File: src/rtl/spi_hold_ctrl.sv
module spi_hold_ctrl #(
  parameter int SYNC_STAGES = 2,
  parameter int BIT_W       = 3
) (
  input  logic             clk,
  input  logic             rst_n,
  input  logic             cs_n_pin,
  input  logic             sck_pin,
  input  logic             hold_n_pin,
  input  logic             dout_req,
  output logic             paused,
  output logic             sample_stb,
  output logic             shift_stb,
  output logic             dout_oe,
  output logic             iface_rst,
  output logic [BIT_W-1:0] bit_pos
);

  localparam int TOP = SYNC_STAGES - 1;

  logic [TOP:0] cs_sr, sck_sr, hold_sr;
  logic cs_s, sck_s, hold_s, sck_d;

  always_ff @(posedge clk or negedge rst_n) begin
    if (!rst_n) begin
      cs_sr   <= '1;
      sck_sr  <= '0;
      hold_sr <= '1;
      sck_d   <= 1'b0;
    end else begin
      cs_sr   <= {cs_sr[TOP-1:0], cs_n_pin};
      sck_sr  <= {sck_sr[TOP-1:0], sck_pin};
      hold_sr <= {hold_sr[TOP-1:0], hold_n_pin};
      sck_d   <= sck_s;
    end
  end

  assign cs_s   = cs_sr[TOP];
  assign sck_s  = sck_sr[TOP];
  assign hold_s = hold_sr[TOP];

  logic active;
  assign active     = !cs_s && !paused;
  assign sample_stb = active && sck_s && !sck_d;
  assign shift_stb  = active && !sck_s && sck_d && hold_s;
  assign dout_oe    = active && dout_req;

  always_ff @(posedge clk or negedge rst_n) begin
    if (!rst_n) begin
      paused    <= 1'b0;
      iface_rst <= 1'b0;
      bit_pos   <= '0;
    end else begin
      iface_rst <= cs_s && paused;
      if (cs_s)
        paused <= 1'b0;
      else if (!sck_s)
        paused <= !hold_s;
      if (cs_s)
        bit_pos <= '0;
      else if (sample_stb)
        bit_pos <= bit_pos + 1'b1;
    end
  end

endmodule

File: config.mk
export PLATFORM = sky130hd
export DESIGN_NAME = spi_hold_ctrl
export DESIGN_NICKNAME = d
export VERILOG_FILES = /design/src/rtl/spi_hold_ctrl.sv
export SDC_FILE = /design/constraint.sdc
export NUM_CORES = 1
export LEC_CHECK = 0
export CAP_MARGIN = 20
export CELL_PAD_IN_SITES_DETAIL_PLACEMENT = 0
export CELL_PAD_IN_SITES_GLOBAL_PLACEMENT = 1
export CORE_MARGIN = 5
export CORE_UTILIZATION = 36
export DETAILED_ROUTE_END_ITERATION = 12
export GPL_TIMING_DRIVEN = 0
export PLACE_DENSITY_LB_ADDON = 0.1
export SETUP_SLACK_MARGIN = 0.2
export SYNTH_ARGS = -nofsm -noshare
export SYNTH_HDL_FRONTEND = slang
export SYNTH_SLANG_ARGS = --single-unit
File: constraint.sdc
create_clock -name clk -period 3.7 [get_ports clk]
set_clock_uncertainty 0.1 [all_clocks]
set_input_delay 0.555 -clock clk [delete_from_list [all_inputs] [get_ports clk]]
set_output_delay 0.555 -clock clk [all_outputs]
set_load 0.01 [all_outputs]
==> impl_metrics.yaml, run 1 <==
run_status:
  status: "finished, final reports clean"
global_routing:
  track_usage: 0.0916
  antenna_found_initial: 0
  grt_pass1_wl_um: 1210
  overflow: 0
  grt_pass1_vias: 285
  grt_max_degree: 13
hold_path:
  worstHoldStart: "hold_sr[0]$_DFF_PN1_"
  holdPathEnd: "hold_sr[1]$_DFF_PN1_"
  holdPathStages: 0
  hold_class: "reg2reg"
final_layout:
  layout_common_cells: "13 x clkdlybuf4s50_1, 8 x dfrtp_1, 4 x nor2b_1, 4 x dfstp_2"
  nFillCells: 122
  area_growth_pct: 39.7
  drive_gt1_frac: 0.260
  final_util: 0.514
  postLayoutCellArea_sq_um: 652
  layout_commonest_cell: "clkdlybuf4s50_1"
  fin_nets: 58
  diodes: 0
setup_path:
  critPathMaxFanout: 10
  r2r_cells: 2
  r2r_start: "paused$_DFFE_PN0P_"
  cp-end-kind: "output port"
  reg2reg_setup_slack_ns: 2.39
  critPathRequiredTime_ns: 3.04
  criticalPathCategory: "reg2out"
  startpoint_type: "flip-flop"
  crit_arrival_ns: 1.72
  reg2reg_to: "bit_pos[0]$_DFFE_PN0P_"
synthesis:
  syn_area_sq_um: 467
  syn_avg_cell_area_sq_um: 14.1
  synthTopCellsByArea: "dfrtp_1 43%, dfstp_2 23%, nor2b_1 5.4%"
  muxShareOfSynthArea: 0.0777
  synthAdderAreaFrac: 0.0268
  synth_xor_area_frac: 0
  yosys.area_share.simple: 0.231
  ys_ff_latch: 12
  syn-instance-count: 33
  synth_nets: 40
  synth_top_family_by_area: "simple AND/OR/NAND/NOR gates"
  synth_top_area_frac: 0.429
  ys_seq_area_frac: 0.654
  synth_top_area_cell: "dfrtp_1"
  synth_compound_area_frac: 0
  synth.distinct_cells: 17
  synth_warnings: 0
job:
  drv_cap: 0
route:
  wirelength_um: 765
  antenna_left: 0
  wl_per_cell_um: 11.8
  remaining_drc_errors: 0
  routed_via_density: 4.60
  vias: 299
  dr.pass1.iters: 3
  detail_route.iter0.violations: 2
clock_network:
  path_clk_slew_ns: 0.07
  numCtsBuffers: 3
  h-tree-depth: 1
  clock-sinks: 12
  cts_root_buffer: "clkbuf_4"
  clock_latency_ns: 0.27
  clock_path_buffers: 2
  cts_resized: 0
  cts_hold_buffers: 0
  cts_setup_buffers: 0
  cts_tree: "built"
floorplanning:
  start_util: 0.368
  dieWidth_um: 46.0
  rows: 13
  ios: 14
  fp.dieArea_sq_um: 2120
  fp.dieH_um: 46.0
  core_area_sq_um: 1270
power_and_ir_drop:
  p_int_mw: 0.215
  leakagePower_nw: 0.285
  pwr-share-clk: 0.371
  power.switching_mw: 0.0555
  comb_power_share: 0.099
  peakVddDrop_mv: 0.282
  powerDensity_nw_per_um2: 415
  p_seq_frac: 0.530
  power_switching_share: 0.205
placed_design:
  io_buffers: 13
  hpwl_um: 586
  place_area_sq_um: 616
  place.gp.congestion: 0.694
timing:
  setup_viol: 0
  relSlewSlack: 0.648
  timing_hold_violations_final: 0
  post-route-period-util: 0.641
  fmax_mhz: 422
  grt_setup_unrepaired: "false"
  tightestPinTransition_ns: 0.526
  fin_crit_ns: 2.37
  tns_ns: 0
  finalMaxSlewViolations: 0
metal layers:
| layer | GRT usage | part of all wire | wire length, um |
|---|---|---|---|
| met1 | 0.0788 | 0.40 | 306 |
| met2 | 0.137 | 0.47 | 360 |
| met3 | 0.0751 | 0.13 | 98 |
| met4 | 0.0682 | 0 | 0 |
| met5 | 0 | 0 | 0 |
cell type report:
cell class / instances / area [sq um] / share of cell area
Tap cell: 15 / 18.8 / 0.0288
Sequential cell: 12 / 305 / 0.468
Timing Repair Buffer: 13 / 130 / 0.200
Multi-Input combinational cell: 20 / 156 / 0.240
Buffer: 1 / 5.00 / 0.00768
Clock buffer: 4 / 36.3 / 0.0557
state kept, by name, indices dropped and copies added (netlist names):
signal,count
bit_pos,3
sck_sr,2
hold_sr,2
iface_rst,1
cs_sr,2
sck_d,1
paused,1
worst max-delay path by stage:
stage	startpoint	to	slack, ns	cells after the start
after floorplan	cs_sr[1]$_DFF_PN1_	sample_stb	2.07	2
after global placement	dout_req	dout_oe	1.41	3
after detailed placement	dout_req	dout_oe	1.41	3
after CTS	cs_sr[1]$_DFF_PN1_	sample_stb	1.29	3
after global routing	cs_sr[1]$_DFF_PN1_	sample_stb	1.23	3
final	cs_sr[1]$_DFF_PN1_	sample_stb	1.33	3
power groups by stage:
stage,logic (mW),clock network (mW),registers (mW)
after floorplan,0.00987,0,0.146
after global placement,0.0267,0,0.146
after detailed placement,0.0275,0,0.146
after CTS,0.0275,0.106,0.144
after global routing,0.0293,0.114,0.144
final,0.0268,0.100,0.144
critical path, cell delays in order (launching register included):
cell and delay, ns:
dfstp_2 0.36, buf_2 0.16, nor4b_1 0.33, clkdlybuf4s50_1 0.60
per-stage QoR:
stage	hold slack, ns	power, mW	cells	worst slack (ns)
floorplan	0.159	0.156	33	2.07
global placement	0.234	0.172	61	1.41
detailed placement	0.248	0.174	61	1.41
CTS	0.259	0.277	65	1.29
global route	0.261	0.288	65	1.23
finish	0.257	0.271	65	1.33
Yosys cell counts (all sizes together):
library cell	count
and2	2
and3	1
and4bb	1
buf	1
dfrtp	8
dfstp	4
ha	1
mux2	2
mux2i	1
nand2b	2
nor2	3
nor2b	4
nor3	1
nor3b	1
nor4b	1
logic make-up after synthesis:
kind of cell | after synthesis
buf+inv | 1
flops | 12
simple gates | 16
fa+ha+maj | 1
mux | 3
Power figures use the tool's default switching activity.
==> inputs of run 2 (changes only) <==
--- a/config.mk
+++ b/config.mk
@@ -9,7 +9,7 @@
 export CELL_PAD_IN_SITES_DETAIL_PLACEMENT = 0
 export CELL_PAD_IN_SITES_GLOBAL_PLACEMENT = 1
 export CORE_MARGIN = 5
-export CORE_UTILIZATION = 36
+export CORE_UTILIZATION = 30
 export DETAILED_ROUTE_END_ITERATION = 12
 export GPL_TIMING_DRIVEN = 0
 export PLACE_DENSITY_LB_ADDON = 0.1
==> constraint.sdc (replaced) <==
create_clock -name clk -period 2.1 [get_ports clk]
set_clock_uncertainty 0.1 [all_clocks]
set_input_delay 0.315 -clock clk [delete_from_list [all_inputs] [get_ports clk]]
set_output_delay 0.315 -clock clk [all_outputs]
set_load 0.01 [all_outputs]
==> run 2 against run 1 <==
Global-route usage fell by 2.0 points; sequential share of layout area fell by 0.53 points; die area rose by 15%; largest power group unchanged; wire length rose by 5.4%; clock-buffer cell count did not move.
==> impl_metrics.yaml, run 2 (synthesized netlist as in run 1, its figures left out) <==
clock_network:
  h-tree-depth: 1
  cts_setup_buffers: 0
  cts_root_buffer: "clkbuf_4"
  clock_latency_ns: 0.27
  clock-sinks: 12
  cts_tree: "built"
  clock_path_buffers: 2
  path_clk_slew_ns: 0.07
  numCtsBuffers: 3
floorplanning:
  dieWidth_um: 49.4
  ios: 14
  start_util: 0.313
  fp.dieArea_sq_um: 2440
  core_area_sq_um: 1490
  rows: 14
  fp.dieH_um: 49.4
hold_path:
  holdPathStages: 0
  hold_class: "reg2reg"
  holdPathEnd: "hold_sr[1]$_DFF_PN1_"
  worstHoldStart: "hold_sr[0]$_DFF_PN1_"
final_layout:
  regMostFlops: "bit_pos"
  largest_register_ffs: 3
  diodes: 0
  fin_nets: 58
  layout_common_cells: "10 x clkdlybuf4s50_1, 8 x dfrtp_1, 4 x nor2b_1, 4 x dfstp_2"
  area_growth_pct: 41.3
  drive_gt1_frac: 0.260
  layout_commonest_cell: "clkdlybuf4s50_1"
setup_path:
  criticalPathCategory: "reg2out"
  r2r_cells: 2
  reg2reg_setup_slack_ns: 0.78
  critPathMaxFanout: 10
  crit_arrival_ns: 1.40
  startpoint_type: "flip-flop"
  r2r_start: "paused$_DFFE_PN0P_"
  reg2reg_to: "bit_pos[0]$_DFFE_PN0P_"
  cp-end-kind: "output port"
  critPathRequiredTime_ns: 1.68
  crit_start: "cs_sr[1]$_DFF_PN1_"
power_and_ir_drop:
  pwr-share-clk: 0.373
  totalPowerFinal_mw: 0.480
  p_int_mw: 0.379
  powerDensity_nw_per_um2: 728
  leakagePower_nw: 0.312
  peakVddDrop_mv: 0.379
  comb_power_share: 0.098
  p_seq_frac: 0.529
  power.switching_mw: 0.101
  power_switching_share: 0.210
timing:
  fin_crit_ns: 1.82
  tightestPinTransition_ns: 0.500
  setup_viol: 0
  relSlewSlack: 0.665
  post-route-period-util: 0.866
  timing_hold_violations_final: 0
  tns_ns: 0
  finalMaxSlewViolations: 0
  fmax_mhz: 550
  grt_setup_unrepaired: "false"
job:
  drv_cap: 0
route:
  detail_route.iter0.violations: 0
  routed_via_density: 4.55
  remaining_drc_errors: 0
  antenna_left: 0
  vias: 300
  dr.pass1.iters: 1
  wirelength_um: 806
  wl_per_cell_um: 12.2
global_routing:
  grt_max_degree: 13
  overflow: 0
  antenna_found_initial: 0
  grt_pass1_wl_um: 1320
  track_usage: 0.0711
  grt_pass1_vias: 327
placed_design:
  io_buffers: 13
  place.gp.congestion: 0.706
run_status:
  status: "finished, final reports clean"
## run 2: cell types whose count changed in the layout (fill, tap and decap cells not counted)
| cell | previous run | this run |
|---|---|---|
| buf_2 | 1 | 0 |
| buf_6 | 0 | 1 |
| clkdlybuf4s50_1 | 13 | 10 |
| dlygate4sd2_1 | 0 | 2 |
| dlymetal6s2s_1 | 0 | 1 |
## run 2: how the worst max path moves through the flow
stage / end / slack (ns) / cells past startpoint
after floorplan: sample_stb / 0.71 / 2
after global routing: dout_oe / 0.22 / 4
after CTS: shift_stb / 0.03 / 4
after global placement: dout_oe / 0.28 / 3
final: dout_oe / 0.28 / 4
after detailed placement: dout_oe / 0.28 / 3
## run 2: layout make-up
| class | count | area, sq um |
|---|---|---|
| sequential | 12 | 305 |
| multi-input combinational | 20 | 156 |
| clock buffer | 4 | 36.3 |
| tap | 16 | 20.0 |
| timing repair buffer | 13 | 130 |
| fill | 132 | 830 |
| buffer | 1 | 11.3 |
## run 2: timing repair
item,4_1_cts,5_1_grt
gates resized for setup,3,2
hold buffers,0,0
setup endpoints to repair,3,2
## run 2: critical path: stages (launching register included)
cell and delay, ns:
dfstp_2 0.53, buf_6 0.12, nor2_1 0.05, and2_1 0.15, dlygate4sd2_1 0.27
## run 2: power by group through the flow
stage / Combinational [mW] / Sequential (mW) / Clock [mW]
2_1_floorplan: 0.0174 / 0.258 / 0
3_3_place_gp: 0.0472 / 0.257 / 0
3_5_place_dp: 0.0483 / 0.258 / 0
4_1_cts: 0.0476 / 0.253 / 0.186
5_1_grt: 0.0519 / 0.255 / 0.196
6_report: 0.0470 / 0.254 / 0.179
## run 2: per-layer routing
metal | global-route usage | wire, um | vias to the layer above
met5 | 0 | 0 | -
met4 | 0.0524 | 0 | 0
met3 | 0.0245 | 73 | 0
met2 | 0.105 | 378 | 12
met1 | 0.0838 | 354 | 143
li1 | - | - | 145
## run 2: per-stage QoR
stage | util | cell area, sq um | setup WS, ns | hold slack [ns] | std cells
floorplan | - | 467 | 0.706 | -0.0806 | 33
global placement | 0.414 | 617 | 0.282 | 0.233 | 62
finish | 0.443 | 659 | 0.282 | 0.262 | 66
CTS | 0.439 | 653 | 0.0291 | 0.260 | 66
detailed placement | 0.414 | 617 | 0.277 | 0.243 | 62
global route | 0.443 | 659 | 0.219 | 0.267 | 66
==> inputs of run 3 (changes only) <==
--- a/config.mk
+++ b/config.mk
@@ -17,3 +17,4 @@
 export SYNTH_ARGS = -nofsm -noshare
 export SYNTH_HDL_FRONTEND = slang
 export SYNTH_SLANG_ARGS = --single-unit
+export TNS_END_PERCENT = 10
==> run 3 against run 2 <==
Hold slack barely moved; combinational power barely moved; wire length rose by 0.50%; die area did not move; fmax rose by 1.7%; sequential power barely moved; sequential share of layout area did not move; flip-flop and latch count did not move; largest power group unchanged; power barely moved.
==> impl_metrics.yaml, run 3 (synthesized netlist as in run 1, its figures left out) <==
timing:
  timing_hold_violations_final: 0
  layout_setup_ws_ns: 0.312
  post-route-period-util: 0.852
  tns_ns: 0
  relSlewSlack: 0.665
  tightestPinTransition_ns: 0.500
  finalMaxSlewViolations: 0
  hold_slack_ns: 0.262
  fin_crit_ns: 1.79
  grt_setup_unrepaired: "false"
  setup_viol: 0
  fmax_mhz: 559
route:
  antenna_left: 0
  routed_via_density: 4.53
  wirelength_um: 810
  wl_per_cell_um: 12.3
  dr.pass1.iters: 1
  remaining_drc_errors: 0
  detail_route.iter0.violations: 0
  vias: 299
final_layout:
  largest_register_ffs: 3
  nFillCells: 132
  drive_gt1_frac: 0.260
  stdcell_count: 66
  fin_nets: 58
  multiInputGateArea_sq_um: 156
  layout_common_cells: "10 x clkdlybuf4s50_1, 8 x dfrtp_1, 4 x nor2b_1, 4 x dfstp_2"
  seqCellArea_sq_um: 305
  layout_commonest_cell: "clkdlybuf4s50_1"
  regMostFlops: "bit_pos"
  area_growth_pct: 41.3
  diodes: 0
  postLayoutCellArea_sq_um: 659
power_and_ir_drop:
  powerDensity_nw_per_um2: 727
  pwr-share-clk: 0.374
  peakVddDrop_mv: 0.379
  p_seq_frac: 0.529
  leakagePower_nw: 0.323
  p_int_mw: 0.379
  power.switching_mw: 0.101
  comb_power_share: 0.098
  power_switching_share: 0.210
clock_network:
  cts_tree: "built"
  clock_latency_ns: 0.27
  clock_path_buffers: 2
  numCtsBuffers: 3
  clock-sinks: 12
  cts_root_buffer: "clkbuf_4"
  path_clk_slew_ns: 0.07
  h-tree-depth: 1
floorplanning:
  fp.dieArea_sq_um: 2440
  ios: 14
  rows: 14
  dieWidth_um: 49.4
  fp.dieH_um: 49.4
  core_area_sq_um: 1490
  start_util: 0.313
global_routing:
  overflow: 0
  antenna_found_initial: 0
  grt_pass1_vias: 327
  grt_max_degree: 13
  grt_pass1_wl_um: 1320
  track_usage: 0.0711
setup_path:
  crit_arrival_ns: 1.37
  cp_cell_sequence: "buf_4 -> nor4b_1 -> dlygate4sd2_1"
  cp-end-kind: "output port"
  critPathMaxFanout: 10
  path_delay_family: "buffers and inverters"
  path_buf_inv: 2
  criticalPathCategory: "reg2out"
  cpPeakStageDelay_ns: 0.37
  startpoint_type: "flip-flop"
  crit_path_top_delay_cell: "dfstp_2"
  reg2reg_setup_slack_ns: 0.78
  critPathRequiredTime_ns: 1.68
run_status:
  status: "finished, final reports clean"
placed_design:
  place_area_sq_um: 617
  dpl.cell_count: 62
  post-place-ws_ns: 0.277
  place.gp.congestion: 0.706
  io_buffers: 13
hold_path:
  hold_class: "reg2reg"
job:
  drv_cap: 0
==> run 3: cell count changes in the layout (fill, tap and decap cells not counted) <==
| cell | before | now |
|---|---|---|
| buf_6 | 1 | 0 |
| dlymetal6s2s_1 | 1 | 2 |
| buf_4 | 0 | 1 |
| dlygate4sd2_1 | 2 | 1 |
==> run 3: path summary, 6_finish.rpt <==
check / startpoint / endpoint / cells past startpoint
setup / recovery: cs_sr[1]$_DFF_PN1_ / sample_stb / 3
hold / removal: hold_sr[0]$_DFF_PN1_ / hold_sr[1]$_DFF_PN1_ / 0
setup reg to reg: paused$_DFFE_PN0P_ / bit_pos[0]$_DFFE_PN0P_ / 2
hold reg to reg: hold_sr[0]$_DFF_PN1_ / hold_sr[1]$_DFF_PN1_ / 0
max in group asynchronous: rst_n / hold_sr[0]$_DFF_PN1_ / 1
min in group asynchronous: rst_n / sck_sr[0]$_DFF_PN0_ / 1
==> run 3: stage by stage <==
stage	utilization	total power, mW
3_5_place_dp	0.414	0.306
4_1_cts	0.439	0.488
6_report	0.443	0.480
2_1_floorplan	-	0.275
3_3_place_gp	0.414	0.304
5_1_grt	0.443	0.503
==> run 3: layout make-up <==
cell class | count | area share
timing repair buffer | 13 | 0.203
sequential | 12 | 0.463
buffer | 1 | 0.0114
tap | 16 | 0.0304
multi-input combinational | 20 | 0.237
clock buffer | 4 | 0.0550
==> run 3: power by group through the flow <==
stage	combinational, mW	sequential, mW	clock (mW)
2_1_floorplan	0.0174	0.258	0
3_3_place_gp	0.0472	0.257	0
3_5_place_dp	0.0483	0.258	0
4_1_cts	0.0484	0.253	0.186
5_1_grt	0.0518	0.255	0.196
6_report	0.0469	0.253	0.179
==> run 3: worst reg2reg max path, cell delays in order, from the launching register on <==
cell and delay (ns):
dfrtp_1 0.45, nor3b_2 0.29, mux2_2 0.36
==> run 3: per-layer routing <==
layer  up-vias  track usage  wire, um
met5         -            0         0
met4         0       0.0524         0
met3         0       0.0245        69
met2        12        0.105       378
met1       143       0.0838       362
li1        144            -         -
==> run 3: repair_timing <==
action                     CTS  global route
buffers inserted             0             0
hold buffers                 0             0
setup endpoints to repair    3             2
resized for setup            2             2
